### src/rtl/tmr_irq_pkg.sv
package tmr_irq_pkg;

    localparam int DATA_W    = 32;
    localparam int NUM_SRC   = 8;
    localparam int NUM_SW    = 2;
    localparam int NUM_HW    = 5;
    localparam int TIMER_IDX = 7;
    localparam int FIELD_LO  = 8;

    typedef enum logic [1:0] {
        RA_COUNT   = 2'd0,
        RA_COMPARE = 2'd1,
        RA_STATUS  = 2'd2,
        RA_CAUSE   = 2'd3
    } reg_addr_e;

    typedef struct packed {
        logic [NUM_SRC-1:0] mask;
        logic               erl;
        logic               exl;
        logic               ie;
    } status_t;

    function automatic logic [DATA_W-1:0] status_word(status_t s);
        logic [DATA_W-1:0] w;
        w = '0;
        w[0] = s.ie;
        w[1] = s.exl;
        w[2] = s.erl;
        w[FIELD_LO +: NUM_SRC] = s.mask;
        return w;
    endfunction

    function automatic status_t status_from_word(logic [DATA_W-1:0] w);
        status_t s;
        s.ie   = w[0];
        s.exl  = w[1];
        s.erl  = w[2];
        s.mask = w[FIELD_LO +: NUM_SRC];
        return s;
    endfunction

    function automatic logic [DATA_W-1:0] cause_word(logic [NUM_SRC-1:0] ip);
        logic [DATA_W-1:0] w;
        w = '0;
        w[FIELD_LO +: NUM_SRC] = ip;
        return w;
    endfunction

endpackage

### src/rtl/tmr_cnt_cmp.sv
module tmr_cnt_cmp #(
    parameter int CNT_W = 32
) (
    input  logic             clk,
    input  logic             rst,
    input  logic             tick_en,
    input  logic             cnt_we,
    input  logic             cmp_we,
    input  logic [CNT_W-1:0] wdata,
    output logic [CNT_W-1:0] cnt_q,
    output logic [CNT_W-1:0] cmp_q,
    output logic             timer_pend
);

    logic [CNT_W-1:0] cnt_inc;
    logic             hit;

    assign cnt_inc = cnt_q + CNT_W'(1);
    assign hit     = tick_en && !cnt_we && (cnt_inc == cmp_q);

    always_ff @(posedge clk) begin
        if (rst) begin
            cnt_q      <= '0;
            cmp_q      <= '0;
            timer_pend <= 1'b0;
        end else begin
            if (cnt_we) begin
                cnt_q <= wdata;
            end else if (tick_en) begin
                cnt_q <= cnt_inc;
            end
            if (cmp_we) begin
                cmp_q      <= wdata;
                timer_pend <= 1'b0;
            end else if (hit) begin
                timer_pend <= 1'b1;
            end
        end
    end

endmodule

### src/rtl/tmr_sync.sv
module tmr_sync #(
    parameter int W      = 5,
    parameter int STAGES = 2
) (
    input  logic         clk,
    input  logic         rst,
    input  logic [W-1:0] d,
    output logic [W-1:0] q
);

    for (genvar b = 0; b < W; b++) begin : g_bit
        logic [STAGES-1:0] chain;
        always_ff @(posedge clk) begin
            if (rst) begin
                chain <= '0;
            end else if (STAGES == 1) begin
                chain <= d[b];
            end else begin
                chain <= {chain[STAGES-2:0], d[b]};
            end
        end
        assign q[b] = chain[STAGES-1];
    end

endmodule

### src/rtl/tmr_irq_ctrl.sv
module tmr_irq_ctrl
    import tmr_irq_pkg::*;
(
    input  logic                  clk,
    input  logic                  rst,
    input  logic                  st_we,
    input  logic                  cause_we,
    input  logic [DATA_W-1:0]     wdata,
    input  logic [NUM_HW-1:0]     hw_pend,
    input  logic                  timer_pend,
    output status_t               st_q,
    output logic [NUM_SRC-1:0]    ip,
    output logic                  irq_req
);

    logic [NUM_SW-1:0] sw_q;
    logic              any_src;
    logic              gate_open;

    always_ff @(posedge clk) begin
        if (rst) begin
            st_q <= '0;
            sw_q <= '0;
        end else begin
            if (st_we) begin
                st_q <= status_from_word(wdata);
            end
            if (cause_we) begin
                sw_q <= wdata[FIELD_LO +: NUM_SW];
            end
        end
    end

    assign ip        = {timer_pend, hw_pend, sw_q};
    assign any_src   = |(ip & st_q.mask);
    assign gate_open = st_q.ie && !st_q.exl && !st_q.erl;
    assign irq_req   = any_src && gate_open;

endmodule

### src/rtl/tmr_irq_unit.sv
module tmr_irq_unit
    import tmr_irq_pkg::*;
#(
    parameter int CNT_W       = 32,
    parameter int SYNC_STAGES = 2
) (
    input  logic                  clk,
    input  logic                  rst,
    input  logic                  tick_en,
    input  logic                  reg_we,
    input  logic [1:0]            reg_addr,
    input  logic [DATA_W-1:0]     reg_wdata,
    output logic [DATA_W-1:0]     reg_rdata,
    input  logic [NUM_HW-1:0]     hw_irq_in,
    output logic                  irq_req
);

    reg_addr_e          sel;
    logic               cnt_we, cmp_we, st_we, cause_we;
    logic [CNT_W-1:0]   cnt_q, cmp_q;
    logic               timer_pend;
    logic [NUM_HW-1:0]  hw_pend;
    status_t            st_q;
    logic [NUM_SRC-1:0] ip;

    assign sel      = reg_addr_e'(reg_addr);
    assign cnt_we   = reg_we && (sel == RA_COUNT);
    assign cmp_we   = reg_we && (sel == RA_COMPARE);
    assign st_we    = reg_we && (sel == RA_STATUS);
    assign cause_we = reg_we && (sel == RA_CAUSE);

    tmr_cnt_cmp #(.CNT_W(CNT_W)) cnt_i (
        .clk        (clk),
        .rst        (rst),
        .tick_en    (tick_en),
        .cnt_we     (cnt_we),
        .cmp_we     (cmp_we),
        .wdata      (reg_wdata[CNT_W-1:0]),
        .cnt_q      (cnt_q),
        .cmp_q      (cmp_q),
        .timer_pend (timer_pend)
    );

    tmr_sync #(.W(NUM_HW), .STAGES(SYNC_STAGES)) sync_i (
        .clk (clk),
        .rst (rst),
        .d   (hw_irq_in),
        .q   (hw_pend)
    );

    tmr_irq_ctrl ctrl_i (
        .clk        (clk),
        .rst        (rst),
        .st_we      (st_we),
        .cause_we   (cause_we),
        .wdata      (reg_wdata),
        .hw_pend    (hw_pend),
        .timer_pend (timer_pend),
        .st_q       (st_q),
        .ip         (ip),
        .irq_req    (irq_req)
    );

    always_comb begin
        unique case (sel)
            RA_COUNT:   reg_rdata = DATA_W'(cnt_q);
            RA_COMPARE: reg_rdata = DATA_W'(cmp_q);
            RA_STATUS:  reg_rdata = status_word(st_q);
            default:    reg_rdata = cause_word(ip);
        endcase
    end

endmodule

### config.mk
export PLATFORM = sky130hd
export DESIGN_NAME = tmr_irq_unit
export DESIGN_NICKNAME = d
export VERILOG_FILES = /design/src/rtl/tmr_irq_pkg.sv /design/src/rtl/tmr_cnt_cmp.sv /design/src/rtl/tmr_sync.sv /design/src/rtl/tmr_irq_ctrl.sv /design/src/rtl/tmr_irq_unit.sv
export SDC_FILE = /design/constraint.sdc
export NUM_CORES = 1
export LEC_CHECK = 0
export ABC_AREA = 1
export BUFFER_PORTS_ARGS = -buffer_cell sky130_fd_sc_hd__buf_4
export CAP_MARGIN = 20
export CORE_AREA = 2 2 142 130
export DETAILED_ROUTE_END_ITERATION = 12
export DIE_AREA = 0 0 144 132
export GPL_TIMING_DRIVEN = 0
export SKIP_CTS_REPAIR_TIMING = 1
export SYNTH_ARGS = -nofsm -noshare
export SYNTH_HDL_FRONTEND = slang
export SYNTH_HIERARCHICAL = 1
export SYNTH_SLANG_ARGS = --single-unit
export TNS_END_PERCENT = 20
### constraint.sdc
create_clock -name clk -period 2 [get_ports clk]
set_input_delay 0.1 -clock clk [delete_from_list [all_inputs] [get_ports clk]]
set_output_delay 0.1 -clock clk [all_outputs]
set_load 0.005 [all_outputs]
=== Yosys cells after proc, flatten, opt, wreduce, memory -nomap -nowiden ===
Index checks and enable logic that the tools add are counted.

* $add $sub $neg: 1
* Equal/unequal tests: 4
* Mux-type cells: 3
* Bitwise operators: 1
* Reductions and logical operators: 16

{| class="wikitable"
|+ Operator list
! cell !! count
|-
| 32-bit case mux with 3 select lines || 1
|-
| 32-bit 2-to-1 mux || 2
|-
| 32-bit by 1-bit adder with 32-bit output, second input constant || 1
|-
| 32-bit == test || 1
|-
| 1-bit logical AND || 9
|-
| 8-bit AND || 1
|-
| 8-bit OR reduction || 1
|-
| 2-bit == test, second input constant || 2
|-
| 1-bit logical NOT || 3
|-
| 2-bit by 1-bit == test with 1-bit output, second input constant || 1
|-
| 2-bit logical NOT || 1
|-
| 2-bit nonzero test || 1
|-
| 2-bit OR reduction || 1
|}

* Register bits after elaboration: 88
* Input port bits: 43
* Output and inout bits: 33
* Word-level logic and storage cells: 38

=== Depth between registers and ports, before layout ===
Gate-level depths: netlist (run 1).

* Depth after elaboration: 5
* Mapped depth: 15
* Depth with buffers taken out: 15

=== Modules after synthesis ===
The synthesis (run 1) kept the hierarchy.

{| class="wikitable"
|+ Modules (own cells, without submodules)
! module !! instances !! cells each !! area an instance (µm²)
|-
| tmr_cnt_cmp || 1 || 703 || 4214.0
|-
| tmr_irq_unit || 1 || 136 || 586.8
|-
| tmr_irq_ctrl || 1 || 80 || 568.0
|-
| tmr_sync || 1 || 36 || 324.1
|}

=== Least setup slack after synthesis (run 1) ===
OpenSTA, ideal clock, no wires.

* Kind: reg2reg
* Start: reg cnt_i.cnt_q[0]
* End: reg cnt_i.timer_pend
* Arrival time: 1720 ps
* Data required time: 1930 ps
* Setup slack: 210 ps
* Stages on the path, launching flop included: 14
* Clock period less this slack: 1790 ps
* Cells stage by stage: dfxtp_1 -> ha_1 -> nand2_2 -> nor2_4 -> nand2_2 -> nor2_4 -> nand2_1 -> nand3_1 -> nand3_1 -> nor2_1 -> nand2_1 -> nor2_1 -> nand3_1 -> a21oi_1

* Longest elaborated chain between the ends: 3

{| class="wikitable"
|+ Ends and longest elaborated chain
! what !! RTL line !! text
|-
| from (decl) || tmr_cnt_cmp.sv:10 || <nowiki>output logic [CNT_W-1:0] cnt_q,</nowiki>
|-
| from (signal assigned) || tmr_cnt_cmp.sv:28 || <nowiki>cnt_q <= wdata;</nowiki>
|-
| from (signal assigned) || tmr_cnt_cmp.sv:30 || <nowiki>cnt_q <= cnt_inc;</nowiki>
|-
| 32-bit by 1-bit adder with 32-bit output || tmr_cnt_cmp.sv:18 || <nowiki>assign cnt_inc = cnt_q + CNT_W'(1);</nowiki>
|-
| 32-bit == test || tmr_cnt_cmp.sv:19 || <nowiki>assign hit = tick_en && !cnt_we && (cnt_inc == cmp_q);</nowiki>
|-
| 1-bit logical AND || tmr_cnt_cmp.sv:19 ||
|-
| to (signal assigned) || tmr_cnt_cmp.sv:25 || <nowiki>timer_pend <= 1'b0;</nowiki>
|-
| to (signal assigned) || tmr_cnt_cmp.sv:34 || <nowiki>timer_pend <= 1'b0;</nowiki>
|-
| to (signal assigned) || tmr_cnt_cmp.sv:36 || <nowiki>timer_pend <= 1'b1;</nowiki>
|-
| to (decl) || tmr_cnt_cmp.sv:12 || <nowiki>output logic timer_pend</nowiki>
|}

Every way passes these cells.
A chain may end at the register's enable or synchronous reset.

=== Worst setup path after layout (run 1) ===
Ends and elaborated chain as after synthesis.

==> metrics, run 1 <==
wl on met1=between 9000 and 10000 um; CTS sink cnt=a little under 90; Worst-path clk slew=70 ps; Lkg Pwr=between 2 and 3 nW; failing checks=setup timing; R2R setup slack=-130 ps; CTS tree=built; nets@finish=between 1000 and 1500; Netlist Area Pre-Place=~5700 um^2; #FFs+latches synth=~90; initial core utilization=about a third; worst endpoint required time=~2300 ps; drt via density=~5; Ant. Diodes=0; DRC Markers=0; vias in the first global route=~5800; initial antenna violation count=0; core footprint=17400 um^2; capturing element type of the critical path=flop; top fanout value on the critical path=6; top achievable clock speed=between 400 and 500 MHz; worst slack, placed=-527 ps; DIE HEIGHT=132 um; CTS H-tree depth=3; clock tree buffer depth=2; critical path class=reg -> reg; Max-cap violations=0; Hold Fails Final Rpt=0; Worst Hold End=ctrl_i/st_q[1]; max layer used=met4; placed cell areas=approximately 6600 um^2; Vias=between 6000 and 7000; Max Transition Viols Final=0; VDD IR-drop max=0.000399 V; worst path arrival time=2430 ps; RR Endpoint=cnt_i/timer_pend; sequential fraction of the synthesis area=between 30% and 40%; wire per inst=15.3 um; GRT overflow=0; gr usage total=a little over a fifth; global-route wire length before repair=roughly 31000 um; Setup Skew=8.98 ps; unrepaired setup endpoints after global routing=yes; Setup crit start kind=flop; worst r2r path cells=14; Synth cell types=32; Mapped Nets=between 900 and 1000; outcome=complete, but fails checks; Setup-failing EPs final=1; Chip Width=roughly 140 um; 1st-iter DRT viols=about 550; worst hold start=rst; Mapped Cells=around 960; Slew HR=between 50% and 60%; Min Hold Slack=4.31 ps; TritonRoute pass-1 iters=6; commonest non-fill, non-tap cells in the layout=368 x nand2_1, 109 x nand3_1, 92 x inv_1; largest net degree at the start of global routing=17; launch point of the worst reg-to-reg path=cnt_i/cnt_q[0]; I/O pin count=76; CTS buffer count=9; worst slew pin tran=between 600 and 700 ps; post-route setup slack=-131 ps; DR WL met2=8780 um; synth warn=6; post-route cell area=~7000 um^2; Hold WC Path Type=in -> reg; Placed Instances=roughly 1300; Tmin final=2130 ps; row count=46; final WL=just under 20000 um; Post-synth EDFFs=0; Tcrit/Tclk final=107%; routability cong.=between 0.9 and 1; routed wl met3=roughly 1300 um; I/O Buffers=75; ys flop type=dfxtp_1; Synth Area per Inst=a little under 6 um^2; Die ar.=19000 um^2; Final HPWL DP=about 15000 um; commonest non-fill, non-tap cell in the layout=nand2_1; WHS Path Cells=2; layout cells sized above 1=16.6%; Area growth, synth to finish=23.5%; fraction of registers with async set/reset=0%; Post-Layout Cell Count=roughly 1300; remaining antenna violation count=0; clk_lat worst skew=360 ps; CTS root buffer=clkbuf_16; cell area power density=597 nW/um^2
==> worst max-delay path by stage <==
| stage | start | endpoint | slack, ps | cells past startpoint |
|---|---|---|---|---|
| 2_1_floorplan | cnt_i/cnt_q[0] | cnt_i/timer_pend | 210 | 13 |
| 3_3_place_gp | reg_addr[1] | cnt_i/cmp_q[27] | -540 | 8 |
| 3_5_place_dp | reg_addr[1] | cnt_i/cmp_q[26] | -530 | 8 |
| 4_1_cts | cnt_i/cnt_q[0] | cnt_i/timer_pend | -370 | 13 |
| 5_1_grt | cnt_i/cnt_q[0] | cnt_i/timer_pend | -300 | 16 |
| 6_report | cnt_i/cnt_q[0] | cnt_i/timer_pend | -130 | 14 |
==> critical path, cell delays in order, from the launching register on <==
cell     delay, ps
dfxtp_4        390
ha_4           160
nand2_4         70
nor2_4         160
buf_12         140
nand2_8         80
nor2_4         220
nand3_1        100
nand3_1        110
nand2_1         50
nor2_1         130
nand2_1         90
nor2_2         120
nand3_1        100
a21oi_2        120
==> sequential cells by signal (all words and copies together) (netlist names) <==
signal              flops
cnt_i/timer_pend        1
ctrl_i/st_q            11
sync_i/g_bit.chain     10
ctrl_i/sw_q             2
cnt_i/cmp_q            32
cnt_i/cnt_q            32
==> stage by stage <==
stage / util [%] / power (mW) / setup TNS (ps)
detailed placement: 37.6 / 2.57 / -20000
finish: 40.3 / 4.20 / -131
floorplan: - / 2.29 / 0
global placement: 37.6 / 2.56 / -20480
CTS: 39.2 / 4.19 / -2860
global route: 40.3 / 4.38 / -600
==> layer usage <==
metal  GRT usage [%]  vias up
li1                -     3241
met1            30.9     2942
met2            32.4      220
met3            3.05       16
met4            6.64        0
met5               0        -
==> power breakdown <==
part / switching [mW] / internal [mW] / leakage (nW)
Combinational: 0.386 / 0.259 / 2.04
Clock: 0.786 / 0.853 / 0.132
Sequential: 0.0832 / 1.83 / 0.724
==> cell families (layout without fill, tap and decap cells) <==
logic type / count (synthesis) / in the layout / synth area share (%)
and+or+nand+nor: 596 / 596 / 44.7
buffers and inverters: 143 / 244 / 10.8
AOI/OAI and AO/OA: 118 / 118 / 11.3
xor gates and xnor gates: 9 / 9 / 2.11
DFF: 88 / 88 / 30.9
adders and majority gates: 1 / 1 / 0.220
==> synth_stat cells, drive strengths merged, types with 5 or more instances <==
master	number	share of area, %
a21oi	46	4.1
a31oi	30	3.3
buf	25	3.0
clkbuf	23	1.5
dfxtp	88	31
inv	94	6.2
nand2	376	25
nand3	112	10
nand4	10	1.1
nor2	91	7.5
nor3	5	0.44
o21ai	39	3.4
==> area by class of cell <==
| type | instances | area [um^2] |
|---|---|---|
| fill | 1911 | 10400 |
| multi-input combinational | 724 | 3390 |
| sequential | 88 | 1780 |
| timing repair buffer | 85 | 666 |
| inverter | 95 | 357 |
| tap | 240 | 300 |
| buffer | 48 | 260 |
| clock buffer | 9 | 225 |
| clock inverter | 7 | 55.1 |
Note: power is estimated with default switching activity, not from simulation.
==> run 2, diff against run 1 <==
BUFFER_PORTS_ARGS = -buffer_cell sky130_fd_sc_hd__buf_2   (was -buffer_cell sky130_fd_sc_hd__buf_4)
PLACE_DENSITY = 0.57   (was unset)
==> run 2 against run 1 <==
The run still ends with setup timing left. Power decreased by 0.20%. Fmax increased by 0.59%. First-iteration DRC count decreased by 8.9%. Cell area decreased by 2.3%. Global-route usage about the same. Combinational power decreased by 4.3%. Register-to-register slack about the same. Core utilization decreased by 0.93 points. Final cell count about the same. Die area unchanged. Highest routed layer unchanged.
==> metrics, run 2 (synthesis gave the netlist of run 1 again) <==
setup TNS=-119 ps (+12.5 ps); Area growth, synth to finish=20.7%; cell area power density=610 nW/um^2 (+2.2%); Largest stage delay, worst path=380 ps (about the same); WHS Path Cells=3 (+1); commonest non-fill, non-tap cells in the layout=368 x nand2_1, 107 x nand3_1, 92 x inv_1; CTS tree=built; Tmin final=2120 ps (-12.5 ps); Vias=6391 (-0.44%); clock tree buffer depth=2 (unchanged); TritonRoute pass-1 iters=5 (-1); worst hold start=reg_wdata[19]; CTS buffer count=9 (unchanged); top achievable clock speed=472 MHz (+0.59%); stages on the worst setup path=13 (-1); CTS H-tree depth=3 (unchanged); commonest non-fill, non-tap cell in the layout=nand2_1; Setup-failing EPs final=1 (unchanged); I/O Buffers=75 (unchanged); post-route setup slack=-119 ps (+12.5 ps); crit-path leading delay family=simple AND/OR/NAND/NOR gates; worst r2r path cells=13 (-1); Post-Layout Cell Count=1297 (+0.077%); row count=46 (unchanged); Tcrit/Tclk final=106% (-0.63 points); R2R setup slack=-120 ps (about the same); Setup Skew=5.03 ps (-3.96 ps); Setup crit start kind=flop; Min Hold Slack=9.97 ps (+5.65 ps); clk_lat worst skew=350 ps (about the same); Lkg Pwr=2.90 nW (+0.38%); drt via density=4.93 (-0.51%); register area=1790 um^2 (+0.77%); top fanout value on the critical path=6 (unchanged); Max-cap violations=0 (unchanged); Hold WC Path Type=in -> reg; Slew HR=52.3% (-3.5 points); VDD IR-drop max=0.000378 V (-5.1%); DIE HEIGHT=132 um (unchanged); Final HPWL DP=15100 um (+0.49%); crit-path cells=ha_4 -> nand2_4 -> nor2_4 -> nand2_4 -> nor2_4 -> nand3_2 -> nand3_2 -> nand2_1 -> nor2_1 -> nand2_1 -> nor2_2 -> nand3_1 -> a21oi_1; wire per inst=15.6 um (+1.5%); remaining antenna violation count=0 (unchanged); GRT overflow=0 (unchanged); Worst Hold End=cnt_i/cnt_q[19]; initial core utilization=32.6% (unchanged); Ant. Diodes=0 (unchanged); outcome=complete, but fails checks; worst endpoint required time=2290 ps (about the same); Placed Instances=1270 (unchanged); global-route wire length before repair=31100 um (-1.0%); launch point of the worst reg-to-reg path=cnt_i/cnt_q[0]; capturing element type of the critical path=flop; Buf/Inv on CP=0 (-1); Hold Fails Final Rpt=0 (unchanged); vias in the first global route=5683 (-1.8%); CTS sink cnt=88 (unchanged); initial antenna violation count=0 (unchanged); final WL=20200 um (+1.6%); Die ar.=19000 um^2 (unchanged); fillers=1915 (+0.21%); largest net degree at the start of global routing=16 (-1); worst path arrival time=2410 ps (-20 ps); Max Transition Viols Final=0 (unchanged); worst slew pin tran=715 ps (+57.7 ps); core footprint=17400 um^2 (unchanged); DRC Markers=0 (unchanged); 1st-iter DRT viols=503 (-8.9%); failing checks=setup timing; layout cells sized above 1=17.9% (+1.3 points); Slowest-stage cell, CP=dfxtp_4; routability cong.=0.896 (-5.0%); RR Endpoint=cnt_i/timer_pend; Multi-input gate area=3410 um^2 (+0.48%); unrepaired setup endpoints after global routing=yes; Chip Width=144 um (unchanged); nets@finish=1096 (+0.091%); critical path class=reg -> reg; CTS root buffer=clkbuf_16; Worst-path clk slew=70 ps (about the same); I/O pin count=76 (unchanged); worst slack, placed=-635 ps (-108 ps); Pwr Total=4.19 mW (-0.20%); gr usage total=21.3% (about the same); top flop regs=cnt_i/cmp_q x32, cnt_i/cnt_q x32, ctrl_i/st_q x11
[run 2: cell count changes in the layout (fill, tap and decap cells not counted), sizes merged]
cell | before | now
clkbuf | 32 | 33
dlygate4sd3 | 6 | 5
clkinv | 3 | 2
buf | 104 | 106
[run 2: routing by layer]
metal,track usage (%),share of wire (%),up-vias
met5,0,0,-
met4,6.97,1.8,0
met3,2.36,5.8,22
met2,32.0,44,194
met1,31.5,48,2936
li1,-,-,3239
[run 2: worst register-to-register path: stages (launching register included)]
cell	delay, ps
dfxtp_4	380
ha_4	160
nand2_4	70
nor2_4	210
nand2_4	140
nor2_4	230
nand3_2	120
nand3_2	100
nand2_1	50
nor2_1	120
nand2_1	100
nor2_2	170
nand3_1	90
a21oi_1	110
[run 2: worst max-delay path by stage]
stage,startpoint,to,slack (ps)
floorplan,cnt_i/cnt_q[0],cnt_i/timer_pend,210
global route,cnt_i/cnt_q[1],cnt_i/timer_pend,-200
finish,cnt_i/cnt_q[0],cnt_i/timer_pend,-120
detailed placement,reg_addr[1],cnt_i/cmp_q[26],-640
CTS,cnt_i/cnt_q[0],cnt_i/timer_pend,-340
global placement,reg_addr[1],cnt_i/cmp_q[26],-620
[run 2: final cells by class]
type                            instances  area share [%]
Multi-Input combinational cell        724            49.6
Sequential cell                        88            26.1
Timing Repair Buffer                   86            6.85
Inverter                               95            5.19
Tap cell                              240            4.37
Buffer                                 48            3.81
Clock buffer                           10            3.48
Clock inverter                          6           0.619
[run 2: report_power, final]
group	switching, mW	internal (mW)
registers	0.0823	1.83
clock network	0.778	0.882
logic	0.393	0.224
[run 2: per-stage QoR]
stage / util [%] / area (um^2)
after floorplan: - / 5690
final: 39.4 / 6870
after global routing: 39.4 / 6870
after detailed placement: 36.5 / 6370
after CTS: 38.1 / 6650
after global placement: 36.5 / 6370
